$ cat src/rtl/dma_pkg.sv
package dma_pkg;
  typedef enum logic [2:0] {
    ST_IDLE, ST_CHECK, ST_RD, ST_PUSH, ST_PULL, ST_WR, ST_DONE
  } dma_state_t;

  localparam logic [1:0] SEL_ADDR = 2'd0;
  localparam logic [1:0] SEL_BLK  = 2'd1;
  localparam logic [1:0] SEL_CTRL = 2'd2;
endpackage

$ cat src/rtl/dma_regs.sv
module dma_regs
  import dma_pkg::*;
#(
  parameter int DW       = 32,
  parameter int BUSY_BIT = 24
) (
  input  logic          clk,
  input  logic          rst_n,
  input  logic          wr_en,
  input  logic [1:0]    sel,
  input  logic [DW-1:0] wdata,
  input  logic          adv,
  input  logic          finish,
  output logic          start,
  output logic [DW-1:0] addr_q,
  output logic [DW-1:0] blk_q,
  output logic [DW-1:0] ctrl_q
);
  localparam logic [DW-1:0] ALIGN_MASK = ~DW'(3);
  localparam logic [DW-1:0] STEP       = DW'(4);

  logic busy;
  assign busy  = ctrl_q[BUSY_BIT];
  assign start = wr_en && !busy && (sel == SEL_CTRL) && wdata[BUSY_BIT];

  always_ff @(posedge clk) begin
    if (!rst_n) begin
      addr_q <= '0;
      blk_q  <= '0;
      ctrl_q <= '0;
    end else begin
      if (wr_en && !busy) begin
        case (sel)
          SEL_ADDR: addr_q <= wdata & ALIGN_MASK;
          SEL_BLK:  blk_q  <= wdata;
          SEL_CTRL: ctrl_q <= wdata;
          default:  ;
        endcase
      end
      if (adv)    addr_q <= addr_q + STEP;
      if (finish) ctrl_q[BUSY_BIT] <= 1'b0;
    end
  end
endmodule

$ cat src/rtl/dma_mover.sv
module dma_mover
  import dma_pkg::*;
#(
  parameter int              DW         = 32,
  parameter int              CNT_W      = 16,
  parameter logic [DW-1:0]   CODE_TO_P  = 32'h0100_0201,
  parameter logic [DW-1:0]   CODE_FROM_P = 32'h0100_0200
) (
  input  logic          clk,
  input  logic          rst_n,
  input  logic          start,
  input  logic [DW-1:0] ctrl,
  input  logic [DW-1:0] blk,
  output logic          adv,
  output logic          finish,
  output logic          irq,
  output logic          mem_req,
  output logic          mem_we,
  output logic [DW-1:0] mem_wdata,
  input  logic          mem_gnt,
  input  logic          mem_err,
  input  logic [DW-1:0] mem_rdata,
  output logic          out_valid,
  output logic [DW-1:0] out_data,
  input  logic          out_ready,
  input  logic          in_valid,
  input  logic [DW-1:0] in_data,
  output logic          in_ready
);
  localparam int LEN_W = 2 * CNT_W;
  localparam logic [LEN_W-1:0] ONE = LEN_W'(1);

  dma_state_t       state;
  logic [LEN_W-1:0] cnt, len;
  logic [DW-1:0]    data_q;
  logic             irq_q;

  assign len = LEN_W'(blk[2*CNT_W-1:CNT_W]) * LEN_W'(blk[CNT_W-1:0]);

  always_ff @(posedge clk) begin
    if (!rst_n) begin
      state  <= ST_IDLE;
      cnt    <= '0;
      data_q <= '0;
      irq_q  <= 1'b0;
    end else begin
      irq_q <= 1'b0;
      case (state)
        ST_IDLE: if (start) state <= ST_CHECK;
        ST_CHECK: begin
          cnt <= len;
          if (len == '0)               state <= ST_DONE;
          else if (ctrl == CODE_TO_P)   state <= ST_RD;
          else if (ctrl == CODE_FROM_P) state <= ST_PULL;
          else                          state <= ST_DONE;
        end
        ST_RD: if (mem_gnt) begin
          if (mem_err) state <= ST_DONE;
          else begin
            data_q <= mem_rdata;
            state  <= ST_PUSH;
          end
        end
        ST_PUSH: if (out_ready) begin
          cnt   <= cnt - ONE;
          state <= (cnt == ONE) ? ST_DONE : ST_RD;
        end
        ST_PULL: if (in_valid) begin
          data_q <= in_data;
          state  <= ST_WR;
        end
        ST_WR: if (mem_gnt) begin
          if (mem_err) state <= ST_DONE;
          else begin
            cnt   <= cnt - ONE;
            state <= (cnt == ONE) ? ST_DONE : ST_PULL;
          end
        end
        ST_DONE: begin
          irq_q <= 1'b1;
          state <= ST_IDLE;
        end
        default: state <= ST_IDLE;
      endcase
    end
  end

  always_comb begin
    mem_req   = (state == ST_RD) || (state == ST_WR);
    mem_we    = (state == ST_WR);
    mem_wdata = data_q;
    out_valid = (state == ST_PUSH);
    out_data  = data_q;
    in_ready  = (state == ST_PULL);
    adv       = mem_req && mem_gnt && !mem_err;
    finish    = (state == ST_DONE);
  end

  assign irq = irq_q;
endmodule

$ cat src/rtl/dma_block_channel.sv
module dma_block_channel #(
  parameter int DW       = 32,
  parameter int CNT_W    = 16,
  parameter int BUSY_BIT = 24
) (
  input  logic          clk,
  input  logic          rst_n,
  input  logic          cfg_wr,
  input  logic [1:0]    cfg_sel,
  input  logic [DW-1:0] cfg_wdata,
  output logic [DW-1:0] addr_rd,
  output logic [DW-1:0] blk_rd,
  output logic [DW-1:0] ctrl_rd,
  output logic          mem_req,
  output logic          mem_we,
  output logic [DW-1:0] mem_addr,
  output logic [DW-1:0] mem_wdata,
  input  logic          mem_gnt,
  input  logic          mem_err,
  input  logic [DW-1:0] mem_rdata,
  output logic          out_valid,
  output logic [DW-1:0] out_data,
  input  logic          out_ready,
  input  logic          in_valid,
  input  logic [DW-1:0] in_data,
  output logic          in_ready,
  output logic          done_irq
);
  logic start, adv, finish;

  dma_regs #(.DW(DW), .BUSY_BIT(BUSY_BIT)) u_regs (
    .clk(clk), .rst_n(rst_n), .wr_en(cfg_wr), .sel(cfg_sel), .wdata(cfg_wdata),
    .adv(adv), .finish(finish), .start(start),
    .addr_q(addr_rd), .blk_q(blk_rd), .ctrl_q(ctrl_rd)
  );

  dma_mover #(.DW(DW), .CNT_W(CNT_W)) u_mover (
    .clk(clk), .rst_n(rst_n), .start(start), .ctrl(ctrl_rd), .blk(blk_rd),
    .adv(adv), .finish(finish), .irq(done_irq),
    .mem_req(mem_req), .mem_we(mem_we), .mem_wdata(mem_wdata),
    .mem_gnt(mem_gnt), .mem_err(mem_err), .mem_rdata(mem_rdata),
    .out_valid(out_valid), .out_data(out_data), .out_ready(out_ready),
    .in_valid(in_valid), .in_data(in_data), .in_ready(in_ready)
  );

  assign mem_addr = addr_rd;
endmodule

$ cat config.mk
export PLATFORM = sky130hd
export DESIGN_NAME = dma_block_channel
export DESIGN_NICKNAME = d
export VERILOG_FILES = /design/src/rtl/dma_pkg.sv /design/src/rtl/dma_regs.sv /design/src/rtl/dma_mover.sv /design/src/rtl/dma_block_channel.sv
export SDC_FILE = /design/constraint.sdc
export NUM_CORES = 1
export LEC_CHECK = 0
export BUFFER_PORTS_ARGS = -buffer_cell sky130_fd_sc_hd__buf_2
export CAP_MARGIN = 0
export CELL_PAD_IN_SITES_DETAIL_PLACEMENT = 0
export CELL_PAD_IN_SITES_GLOBAL_PLACEMENT = 1
export CORE_ASPECT_RATIO = 1.1
export CORE_UTILIZATION = 46
export CTS_CLUSTER_SIZE = 14
export DETAILED_ROUTE_END_ITERATION = 10
export GPL_ROUTABILITY_DRIVEN = 0
export MAX_ROUTING_LAYER = met4
export PLACE_DENSITY = 0.95
export RECOVER_POWER = 100
export SLEW_MARGIN = 20
export SYNTH_ARGS = -nofsm -noshare
export SYNTH_HDL_FRONTEND = slang
export SYNTH_SLANG_ARGS = --single-unit
$ cat constraint.sdc
create_clock -name clk -period 12.25 [get_ports clk]
set_input_delay 1.8375 -clock clk [delete_from_list [all_inputs] [get_ports clk]]
set_output_delay 1.8375 -clock clk [all_outputs]
set_load 0.01 [all_outputs]
==> reports/metrics.yaml <==
clock_network:
  cts.path.max_buffers: 2
  cts.sink_count: 162
  cts_buffers: 17
  clk_latency_ps: 440
  cts_hold_buf: 0
  cts_tree: "yes"
  cts_setup_buffers: 0
  root_buffer: "clkbuf_16"
  clkTransAtPathRegs_ps: 70
  htreeDepth: 4
  ctsResizeCount: 0
final_layout:
  seqCellArea_mm2: 0.00324
  layout.nets: 2623
  antenna_cells: 0
  layout_commonest_cell: "nand2_1"
  filler_cell_count: 3502
  drive_gt1_frac: 0.0767
  stdcell_area_mm2: 0.0184
  area_delta_synth_final_pct: 9.59
  multi_input_area_mm2: 0.0119
  layout_common_cells: "398 x nand2_1, 194 x fa_1, 193 x clkbuf_1"
placement:
  place_hpwl_mm: 37.4
  dpl_cell_area_mm2: 0.0180
  port_buffers: 297
timing:
  final-setup-viol-count: 0
  fin_worst_skew_ps: 20.9
  grt_setup_unrepaired: "no"
  slew_headroom: -1.60
  fin_crit_sh: 0.568
  period_needed_ps: 6960
  max_freq_mhz: 144
  tns_ps: 0
  finalHoldViolCount: 0
  maxSlewViolCount: 167
  tightest_slew_ps: 3900
power:
  combPwrFrac: 0.356
  p_leak_nw: 7.08
  pwr-share-seq: 0.355
  power_density_mw_per_mm2: 109
  p_sw_w: 0.000815
  ir_worst_vdd_v: 0.0000855
  p_int_w: 0.00118
  clockPowerShare: 0.290
  netSwitchingFraction: 0.408
routing:
  avgViaCountPerCell: 5.64
  ant_nets: 0
  dr_wl_met2_mm: 24.5
  vias: 15300
  wire_per_inst_um: 17.7
  totalWireLength_mm: 48.0
  routed.top_layer: "met4"
  first_pass_iters: 6
  drc: 0
  m1WireLength_mm: 19.3
  drtIter0Drc: 903
  wl_met3_mm: 3.04
critical_path:
  worst-path-max-fanout: 18
  r2r_end: "u_mover.state[1]"
  path_class: "reg2reg"
  reg2reg_from: "u_regs.blk_q[28]"
  cp_data_arrival_time_ps: 7340
  crit_path_end: "u_mover.state[1]"
  reg2regPathDepth: 18
  endpoint_kind: "register"
  cp.required_ps: 12620
  rrSetupSlack_ps: 5290
  start_kind: "register"
  crit_start: "u_regs.blk_q[28]"
synthesis:
  ys_ff_latch: 162
  ys_warn_count: 0
  synth_edf_count: 0
  yosys.cell_types.count: 77
  synth_mux_area_frac: 0.00119
  syn-instance-count: 2075
  synthArstFlopShare: 0
  synthAdderAreaFrac: 0.312
  synth_compound_gate_area_share: 0.161
  synth_xor_area_frac: 0.0136
  synthSimpleGateAreaFrac: 0.219
  synth_ff_type: "dfxtp_1"
  synth_top_family_by_area: "adder cells"
  synthTopCellsByArea: "fa_1 23%, dfxtp_1 19%, nand2_1 8.9%"
  synth_area_mm2: 0.0168
  syn_avg_cell_area_um2: 8.08
  synth_top_area_frac: 0.232
  synth_largest_area_cell: "fa_1"
  ys_seq_area_frac: 0.193
floorplan:
  num_rows: 72
  coreArea_mm2: 0.0355
  fp.dieW_um: 184
  die_y_um: 202
  die-area_mm2: 0.0372
  pin_count: 302
  initial_utilization: 0.472
outcome:
  status: "finished with violations"
  violations: "capacitance limit, slew limit"
grt:
  grt_pass1_wl_mm: 77.9
  antenna_found_initial: 0
  grt_use_total: 0.270
  grt-ovfl-total: 0
  grt_max_degree: 84
  first_global_vias: 15000
flow_run:
  drv_cap: 2
worst_hold_path:
  hp-class: "reg2reg"
[stage by stage]
| step | utilization | worst slack [ps] | power, W | instances | hold slack (ps) |
|---|---|---|---|---|---|
| floorplan | - | 6260 | 0.00123 | 2078 | 445 |
| global placement | 0.507 | 5820 | 0.00142 | 2679 | 469 |
| detailed placement | 0.507 | 5660 | 0.00144 | 2679 | 475 |
| CTS | 0.525 | 5640 | 0.00201 | 2711 | 485 |
| global route | 0.518 | 5020 | 0.00211 | 2711 | 522 |
| finish | 0.518 | 5290 | 0.00200 | 2711 | 490 |
[sequential cells by signal, summed over array words and instances (netlist names)]
register,count
u_regs.addr_q,30
u_regs.blk_q,32
u_mover.irq,1
u_mover.mem_wdata,32
u_mover.cnt,32
u_mover.state,3
u_regs.ctrl_q,32
[worst min-delay path by stage]
stage	start	end	slack, ps	depth (start not counted)
floorplan	u_mover.cnt[31]	u_mover.cnt[31]	440	2
global placement	u_regs.ctrl_q[26]	u_regs.ctrl_q[26]	470	2
detailed placement	u_regs.ctrl_q[28]	u_regs.ctrl_q[28]	470	2
CTS	u_regs.ctrl_q[28]	u_regs.ctrl_q[28]	490	2
global route	u_regs.ctrl_q[14]	u_regs.ctrl_q[14]	520	2
finish	u_mover.cnt[30]	u_mover.cnt[30]	490	2
[synth_stat cells, types with 3 or more instances]
master / count
nand2_1: 399
fa_1: 194
inv_1: 184
dfxtp_1: 162
a21oi_1: 121
o21ai_0: 118
and2_1: 114
clkbuf_1: 109
ha_1: 107
nor2_1: 101
buf_4: 69
a311oi_1: 42
a21boi_0: 31
nand3_1: 30
nor3_1: 25
nor4_1: 20
a211oi_1: 18
and3_1: 16
xnor2_1: 14
o22ai_1: 13
nand4_1: 12
nor2b_1: 12
nor3b_1: 12
xor2_1: 12
a21o_1: 11
nand2b_1: 11
a221oi_1: 9
a22oi_1: 9
buf_2: 8
o211ai_1: 7
a31oi_1: 6
o21ai_1: 6
or4_1: 6
buf_1: 4
o21a_1: 4
or3_1: 4
a211o_1: 3
o221a_2: 3
[power by group through the flow]
stage | Sequential (W) | Combinational (W) | Clock (W)
2_1_floorplan | 0.000691 | 0.000536 | 0
3_3_place_gp | 0.000710 | 0.000708 | 0
3_5_place_dp | 0.000714 | 0.000722 | 0
4_1_cts | 0.000703 | 0.000727 | 0.000584
5_1_grt | 0.000718 | 0.000786 | 0.000603
6_report | 0.000709 | 0.000710 | 0.000579
[critical path, cell delays in order, from the launching register on]
cell and delay (ps):
dfxtp_1 770, nand2_1 190, fa_1 550, fa_1 590
fa_1 460, fa_1 570, fa_1 430, fa_1 490
inv_1 40, ha_1 350, a21oi_1 240, o21ai_0 130
a31oi_1 480, o21ai_0 220, xor2_1 200, a2111oi_0 520
and4_1 280, nand4_1 190, a21oi_1 180
[kinds of logic (layout without fill, tap and decap cells)]
logic type	count (synthesis)	in the layout
flops	162	162
mux	2	2
compound gates	425	425
fa+ha+maj	301	301
other cells	1	4
simple gates	783	783
xor+xnor	26	26
buf+inv	375	527
[cell type report]
cell class,instances,area share
sequential,162,0.177
inverter,185,0.0378
clock buffer,20,0.0249
timing repair buffer,310,0.0727
multi-input combinational,1541,0.646
tap,481,0.0328
clock inverter,12,0.00919
[routing by layer]
metal	GRT usage	vias up
met2	0.457	625
met4	0.0878	0
met5	-	-
li1	-	7124
met3	0.0337	82
met1	0.333	7456
Power figures use the tool's default switching activity.
